**src/rtl/xcvr_pkg.sv**
```systemverilog
package xcvr_pkg;

    // Strobe detector state: ARMED once the strobe has been seen low,
    // SPENT after a capture has fired or right after reset.
    typedef enum logic [0:0] {
        STB_ARMED = 1'b0,
        STB_SPENT = 1'b1
    } stb_state_t;

endpackage

```
**src/rtl/strobe_edge.sv**
```systemverilog
module strobe_edge
    import xcvr_pkg::*;
(
    input  logic clk,
    input  logic rst,
    input  logic strobe,
    output logic fire,
    output logic spent
);

    stb_state_t state_q;
    stb_state_t state_d;

    // next-state logic
    always_comb begin
        state_d = state_q;
        unique case (state_q)
            STB_ARMED: if (strobe)  state_d = STB_SPENT;
            STB_SPENT: if (!strobe) state_d = STB_ARMED;
            default:                state_d = STB_SPENT;
        endcase
    end

    // state register
    always_ff @(posedge clk) begin
        if (rst) state_q <= STB_SPENT;
        else     state_q <= state_d;
    end

    // outputs: a capture fires only on the ARMED -> SPENT transition
    always_comb begin
        fire  = 1'b0;
        spent = 1'b0;
        unique case (state_q)
            STB_ARMED: fire  = strobe;
            STB_SPENT: spent = 1'b1;
            default:   spent = 1'b1;
        endcase
    end

endmodule

```
**src/rtl/capture_reg.sv**
```systemverilog
module capture_reg #(
    parameter int unsigned WIDTH = 8
) (
    input  logic             clk,
    input  logic             rst,
    input  logic             load,
    input  logic [WIDTH-1:0] d,
    output logic [WIDTH-1:0] q
);

    localparam logic [WIDTH-1:0] CLEAR = '0;

    always_ff @(posedge clk) begin
        if (rst)       q <= CLEAR;
        else if (load) q <= d;
    end

endmodule

```
**src/rtl/source_mux.sv**
```systemverilog
module source_mux #(
    parameter int unsigned WIDTH = 8
) (
    input  logic             use_stored,
    input  logic             drive,
    input  logic [WIDTH-1:0] live,
    input  logic [WIDTH-1:0] stored,
    output logic [WIDTH-1:0] value
);

    // one identical, non-inverting channel per bit
    for (genvar ch = 0; ch < WIDTH; ch++) begin : g_chan
        always_comb begin
            value[ch] = 1'b0;
            if (drive) value[ch] = use_stored ? stored[ch] : live[ch];
        end
    end

endmodule

```
**src/rtl/dual_path_xcvr.sv**
```systemverilog
module dual_path_xcvr #(
    parameter int unsigned WIDTH = 8
) (
    input  logic             clk,
    input  logic             rst,
    input  logic             cap_ab,
    input  logic             cap_ba,
    input  logic             src_ab,
    input  logic             src_ba,
    input  logic             drv_b,
    input  logic             drv_a_n,
    input  logic [WIDTH-1:0] a_in,
    output logic [WIDTH-1:0] a_out,
    output logic             a_oe,
    input  logic [WIDTH-1:0] b_in,
    output logic [WIDTH-1:0] b_out,
    output logic             b_oe
);

    logic             fire_ab, fire_ba;
    logic             held_ab, held_ba;
    logic [WIDTH-1:0] q_ab, q_ba;
    logic [WIDTH-1:0] a_pad, b_pad;

    assign a_oe = ~drv_a_n;
    assign b_oe = drv_b;

    // resolved pad values: own output when driving, external input otherwise
    assign a_pad = a_oe ? a_out : a_in;
    assign b_pad = b_oe ? b_out : b_in;

    strobe_edge u_edge_ab (
        .clk    (clk),
        .rst    (rst),
        .strobe (cap_ab),
        .fire   (fire_ab),
        .spent  (held_ab)
    );

    strobe_edge u_edge_ba (
        .clk    (clk),
        .rst    (rst),
        .strobe (cap_ba),
        .fire   (fire_ba),
        .spent  (held_ba)
    );

    capture_reg #(.WIDTH(WIDTH)) u_reg_ab (
        .clk  (clk),
        .rst  (rst),
        .load (fire_ab),
        .d    (a_pad),
        .q    (q_ab)
    );

    capture_reg #(.WIDTH(WIDTH)) u_reg_ba (
        .clk  (clk),
        .rst  (rst),
        .load (fire_ba),
        .d    (b_pad),
        .q    (q_ba)
    );

    // live paths take the opposite external input, which keeps the
    // split-port model free of combinational loops
    source_mux #(.WIDTH(WIDTH)) u_mux_to_b (
        .use_stored (src_ab),
        .drive      (b_oe),
        .live       (a_in),
        .stored     (q_ab),
        .value      (b_out)
    );

    source_mux #(.WIDTH(WIDTH)) u_mux_to_a (
        .use_stored (src_ba),
        .drive      (a_oe),
        .live       (b_in),
        .stored     (q_ba),
        .value      (a_out)
    );

endmodule

```
**config.mk**
```make
export PLATFORM = sky130hd
export DESIGN_NAME = dual_path_xcvr
export DESIGN_NICKNAME = d
export VERILOG_FILES = /design/src/rtl/xcvr_pkg.sv /design/src/rtl/strobe_edge.sv /design/src/rtl/capture_reg.sv /design/src/rtl/source_mux.sv /design/src/rtl/dual_path_xcvr.sv
export SDC_FILE = /design/constraint.sdc
export NUM_CORES = 1
export LEC_CHECK = 0
export CAP_MARGIN = 20
export CORE_MARGIN = 2
export CORE_UTILIZATION = 44
export DETAILED_ROUTE_END_ITERATION = 12
export GPL_ROUTABILITY_DRIVEN = 0
export PLACE_DENSITY_LB_ADDON = 0.2
export SKIP_LAST_GASP = 1
export SLEW_MARGIN = 20
export SYNTH_ARGS = -nofsm -noshare
export SYNTH_HDL_FRONTEND = slang
export SYNTH_HIERARCHICAL = 1
export SYNTH_SLANG_ARGS = --single-unit
export TNS_END_PERCENT = 100
```
**constraint.sdc**
```tcl
create_clock -name clk -period 1.35 [get_ports clk]
set_input_delay 0.27 -clock clk [delete_from_list [all_inputs] [get_ports clk]]
set_output_delay 0.27 -clock clk [all_outputs]
set_load 0.01 [all_outputs]
```
==> metrics.txt, run 1 <==
count of endpoints failing hold in the final timing report 0; Design Power 1.25 mW; final routed DRC violation total 0; required time at the worst-slack endpoint 1.08 ns; biggest area contributors in the synthesized netlist dfxtp_1 (30%), mux2i_1 (27%), mux2_4 (20%); area grow syn2layout 58.7%; count of final setup violators 0; placed cell area 1720 µm²; post-synthesis sequential element count 18; pins over their slew limit 0; final core occ 75.0%; worst vdd ir 545 µV; total overflow reported by the global router 0; setup ws final 0.00239 ns; launching element type of the critical path register; post-route clock skew 0.00806 ns; fin crit share 99.8%; placeable core region 2520 µm²; fraction of final layout cells sized beyond drive strength 1 55.0%; area of the mapped netlist 1190 µm²; FF-to-FF setup slack 0.01 ns; First-pass DRT Iterations 4; Synth Instances 112; half-perimeter wire length after detailed placement 2170 µm; height of the die 56.1 µm; top-level I/O count 42; crit path capture type primary output; placement row count 18; share of the yosys chip area belonging to registers 30.2%; Min-Delay Path Class register to register; CP arrival 1.08 ns; buffers from clock root to sink, at most 2; unique cell type count in the Yosys netlist 10; number of max-cap violations 0; TritonCTS Buffers 3; critical path peak fanout 2; fraction of synthesized cell area taken by the top area cell type 30.2%; input/output buffers 41; CTS tree built; detailed-route via count 1003; Clock Tree Root clkbuf_4; cell accounting for the most synthesized area dfxtp_1; pin count of the biggest net entering global routing 10; summed area of non-filler cells in the final layout 1890 µm²; detail-routed via count per cell 5.04; Iteration-0 DRC Markers 26; cell area power density 663 nW/µm²; initial cell density of the core 47.3%; Antenna Diode Count 0; fin crit period 1.35 ns; worst setup timing slack at the placement stage -0.676 ns; sum of negative setup slack 0 ns; setup repair after global routing missed its margin true; clock-pin slew on the worst setup and hold paths 0.10 ns; initial antenna violation count 0; static power due to leakage 0.867 nW; later-pin clock latency in the skew report 0.29 ns; max-slew headroom at the worst pin 81.2%; detailed-route wire length 3090 µm; H-tree levels 1; Detail Route Antenna Nets 0; Avg Inst Size Synth 10.6 µm²; all-layer global routing usage 20.6%; Total Die Area 3140 µm²; Slew @ Worst Pin 0.282 ns; via count of the first global-routing pass 1071; first-pass GRT wire length 5200 µm; Synthesis Warnings 6; achievable clock frequency 0.742 GHz; cts hold-fix bufs 0; number of nets in the final layout 195; sink count of the clock tree 18; result of the run finished clean; Syn Nets 136; routed wire length per instance 15.5 µm; horizontal die dimension 56.1 µm; worst setup path category register to primary output
==> cell usage after synthesis (all sizes together) <==
library cell and number:
nor2b 18, or2 2, inv 1, mux2 16
nor2 16, buf 9, dfxtp 18, mux2i 32
==> cells by family after synthesis <==
group         Yosys count  synth area share [%]
flops                  18                  30.2
mux                    48                  47.0
buf+inv                10                  7.24
simple gates           36                  15.5
==> report_power, final <==
part	internal, mW	switching, mW
Sequential	0.549	0.0112
Clock	0.103	0.162
Combinational	0.259	0.169
==> worst max-delay path, cell delays in order (launching register included) <==
cell and delay [ns]:
dfxtp_1 0.35, mux2i_1 0.10, nor2b_2 0.18, buf_2 0.16
==> path summary, 6_finish.rpt <==
path	startpoint	end	depth (start not counted)
worst max-delay path	u_reg_ba/q[4]	a_out[4]	3
worst min-delay path	u_reg_ba/q[1]	u_reg_ba/q[1]	2
worst max register to register	u_reg_ba/q[2]	u_reg_ab/q[2]	6
worst min register to register	u_reg_ba/q[1]	u_reg_ba/q[1]	2
==> placed cells by master (no fill, tap or decap) <==
cell	count
buf_12	2
buf_2	16
buf_4	17
buf_6	3
buf_8	1
bufbuf_16	1
clkbuf_4	3
clkdlybuf4s15_2	1
clkdlybuf4s50_1	3
dfxtp_1	8
dfxtp_2	10
dlygate4sd2_1	19
inv_2	1
mux2_4	16
mux2i_1	22
mux2i_2	2
mux2i_4	8
nor2_1	16
nor2b_1	6
nor2b_2	5
nor2b_4	7
or2_1	2
==> final cells by class <==
class	count	area, µm²
timing repair buffer	63	537
sequential	18	373
multi-input combinational	84	918
inverter	1	3.75
fill	189	631
tap	30	37.5
clock buffer	3	22.5
==> metrics by stage <==
step / hold WS, ns / cells
finish: 0.508 / 199
global route: 0.532 / 199
CTS: 0.491 / 200
detailed placement: 0.485 / 192
global placement: 0.474 / 192
floorplan: 0.367 / 112
==> sequential cells by signal (all words and copies together) (netlist names) <==
name	cells
u_edge_ba/state_q	1
u_reg_ab/q	8
u_edge_ab/state_q	1
u_reg_ba/q	8
==> routing by layer <==
metal	wire length (µm)	share of wire, %	vias up	GRT usage, %
met5	0	0	-	0
met4	31	1.0	0	6.12
met2	1510	49	26	33.9
met3	123	4.0	4	2.56
li1	-	-	493	-
met1	1430	46	480	28.0
==> repair_timing <==
action | 4_1_cts | 5_1_grt
pin swaps | 0 | 2
cloned | 1 | 0
gates resized for setup | 125 | 22
endpoints found under the hold margin | 0 | 0
endpoints found under the setup margin | 34 | 14
buffers inserted | 4 | 1
Power figures use the tool's default switching activity.
==> inputs of run 2 (changes only) <==
--- a/config.mk
+++ b/config.mk
@@ -6,7 +6,7 @@
 export NUM_CORES = 1
 export LEC_CHECK = 0
 export CAP_MARGIN = 20
-export CORE_MARGIN = 2
+export CORE_MARGIN = 5
 export CORE_UTILIZATION = 44
 export DETAILED_ROUTE_END_ITERATION = 12
 export GPL_ROUTABILITY_DRIVEN = 0
==> run 2 against run 1 <==
Against the previous run: sequential power about the same; power is 0.58% higher; core utilization down 1.1 points; clock-buffer cell count is the same; via count grew 5.2%; critical path type unchanged; critical endpoint is now a_out[0]; largest power group unchanged; highest routed layer unchanged.
==> metrics.txt, run 2 (synthesized netlist as in run 1, its figures left out) <==
result of the run finished clean; height of the die 62.1 µm (+11%); horizontal die dimension 62.1 µm (+11%); pins over their slew limit 0 (unchanged); all-layer global routing usage 18.7% (-1.9 points); placeable core region 2540 µm² (+0.89%); detail-routed via count per cell 5.28 (+4.7%); fin crit share 99.2% (-0.66 points); count of cell instances traversed by the critical path 3 (unchanged); Min-Delay Path Class primary input to register; crit path capture type primary output; fin crit period 1.34 ns (-0.00890 ns); critical path's largest stage delay 0.34 ns (about the same); routed wire length per instance 16.6 µm (+6.9%); count of endpoints failing hold in the final timing report 0 (unchanged); initial cell density of the core 46.9% (-0.42 points); area grow syn2layout 57.7%; final routed DRC violation total 0 (unchanged); critical path peak fanout 2 (unchanged); critical path endpoint a_out[0]; Iteration-0 DRC Markers 30 (+15%); multi-input gate area in the final layout 920 µm² (+0.14%); Regs by FF count u_reg_ab/q (8), u_reg_ba/q (8); min-delay src b_in[2]; setup repair after global routing missed its margin true; achievable clock frequency 0.747 GHz (+0.67%); TritonCTS Buffers 3 (unchanged); placed cell area 1710 µm² (-0.58%); max-slew headroom at the worst pin 83.4% (+2.3 points); combined buffer and inverter count along the critical path 1 (unchanged); number of max-cap violations 0 (unchanged); later-pin clock latency in the skew report 0.29 ns (about the same); share of total power in the clock network 21.8% (+0.6 points); input/output buffers 41 (unchanged); CP arrival 1.07 ns (about the same); Clock Tree Root clkbuf_4; switch share 28.2% (+0.89 points); met3 Use GR 4.34% (+1.8 points); switching power 0.355 mW (+3.9%); Slew @ Worst Pin 0.244 ns (-0.0378 ns); placement row count 18 (unchanged); sequential cell fraction of total power 44.5% (-0.2 points); worst vdd ir 598 µV (+9.7%); count of final setup violators 0 (unchanged); cell class contributing the biggest share of worst-path delay flip-flops; launching element type of the critical path register; CTS tree built; most common cell after layout, fill and taps aside mux2i_1; Total Die Area 3850 µm² (+23%); half-perimeter wire length after detailed placement 2360 µm (+8.9%); number of cells on the worst reg-to-reg path 6 (unchanged); number of nets in the final layout 196 (+0.51%); first-pass GRT wire length 5330 µm (+2.4%); top-level I/O count 42 (unchanged); Comb power frac 33.7% (-0.5 points); Detail Route Antenna Nets 0 (unchanged); sink count of the clock tree 18 (unchanged); buffers from clock root to sink, at most 2 (unchanged); detailed-route via count 1055 (+5.2%); First-pass DRT Iterations 4 (unchanged); Worst Setup SP u_reg_ba/q[0]; cell area power density 671 nW/µm² (+1.2%); worst-case hold slack 0.496 ns (-0.0121 ns); via count of the first global-routing pass 1166 (+8.9%); Antenna Diode Count 0 (unchanged); most used routing layer in global routing met2; pin count of the biggest net entering global routing 12 (+2); summed area of non-filler cells in the final layout 1880 µm² (-0.60%); FF-to-FF setup slack 0.03 ns (+0.02 ns); post-route clock skew 0.00182 ns (-0.00624 ns); internal power summed over all cells 0.906 mW (-0.65%); worst reg2reg startpoint u_reg_ba/q[0]; setup ws final 0.0113 ns (+0.00890 ns); Storage cell area 379 µm² (+1.7%); CP Cell Sequence mux2i_2, nor2b_4, buf_2; Critical Path Slowest Stage Cell dfxtp_2; clock-pin slew on the worst setup and hold paths 0.11 ns (about the same); GR met1 Demand/Resource 22.9% (-5.2 points); initial antenna violation count 0 (unchanged); worst setup timing slack at the placement stage -0.696 ns (-0.0195 ns); worst reg2reg endpoint u_reg_ab/q[0]; fraction of final layout cells sized beyond drive strength 1 58.8% (+3.8 points); met2 track utilization from global routing 32.2% (-1.7 points); final-layout fill cell count 184 (-2.6%); detailed-route wire length 3320 µm (+7.4%); total overflow reported by the global router 0 (unchanged); worst setup path category register to primary output; required time at the worst-slack endpoint 1.08 ns (about the same); static power due to leakage 0.863 nW (-0.40%); H-tree levels 1 (unchanged); leading cell types in the layout, fill and taps excluded mux2i_1 (21), buf_4 (20), dlygate4sd2_1 (17), buf_2 (17)
run 2: changes by cell type in the layout (fill, tap and decap cells not counted), moves of 2 or more:
cell,before,now
dfxtp_2,10,15
dlygate4sd2_1,19,17
nor2b_2,5,7
buf_6,3,1
buf_4,17,20
dfxtp_1,8,3
clkdlybuf4s15_1,0,2
run 2: worst min-delay path by stage:
stage / end / depth (start not counted)
after floorplan: u_edge_ab/state_q / 1
after global placement: u_reg_ba/q[0] / 2
after detailed placement: u_reg_ab/q[2] / 2
after CTS: u_reg_ba/q[5] / 4
after global routing: u_reg_ba/q[4] / 4
final: u_reg_ba/q[2] / 4
run 2: what timing repair did:
action / CTS / global route
pin swaps: 1 / 2
resized for setup: 126 / 23
endpoints found under the setup margin: 34 / 18
setup buffers: 9 / 1
hold buffers: 0 / 0
run 2: final cells by class:
| class | instances | share of cell area (%) |
|---|---|---|
| multi-input cells | 84 | 48.9 |
| well taps | 30 | 2.00 |
| flip-flops and latches | 18 | 20.2 |
| repair buffers | 64 | 27.5 |
| inverters | 1 | 0.200 |
| clock buffers | 3 | 1.20 |
run 2: stage by stage:
step / power (mW) / std cells / TNS [ns] / utilization, %
after floorplan: 0.767 / 112 / 0 / -
after CTS: 1.24 / 200 / -0.0826 / 72.1
final: 1.26 / 200 / 0 / 73.9
after global routing: 1.32 / 200 / -0.116 / 73.9
after global placement: 0.944 / 189 / -18.62 / 67.1
after detailed placement: 0.951 / 189 / -19.32 / 67.1
run 2: power by group through the flow:
stage                     Combinational (mW)  Clock [mW]  Sequential (mW)
final                                  0.425       0.275            0.561
after global routing                   0.450       0.310            0.564
after CTS                              0.411       0.274            0.559
after detailed placement               0.383           0            0.567
after global placement                 0.378           0            0.566
after floorplan                        0.202           0            0.565
run 2: worst register-to-register path: stages (launching register included):
cell and delay, ns:
dfxtp_2 0.34, mux2i_2 0.22, nor2b_4 0.07, buf_4 0.13, mux2_4 0.26, mux2i_1 0.15
nor2_1 0.05
run 2: routing by layer:
metal  vias up  share of wire [%]
met5         -                  0
met4         0               0.87
met3         4                7.0
met2        39                 52
met1       517                 40
li1        495                  -
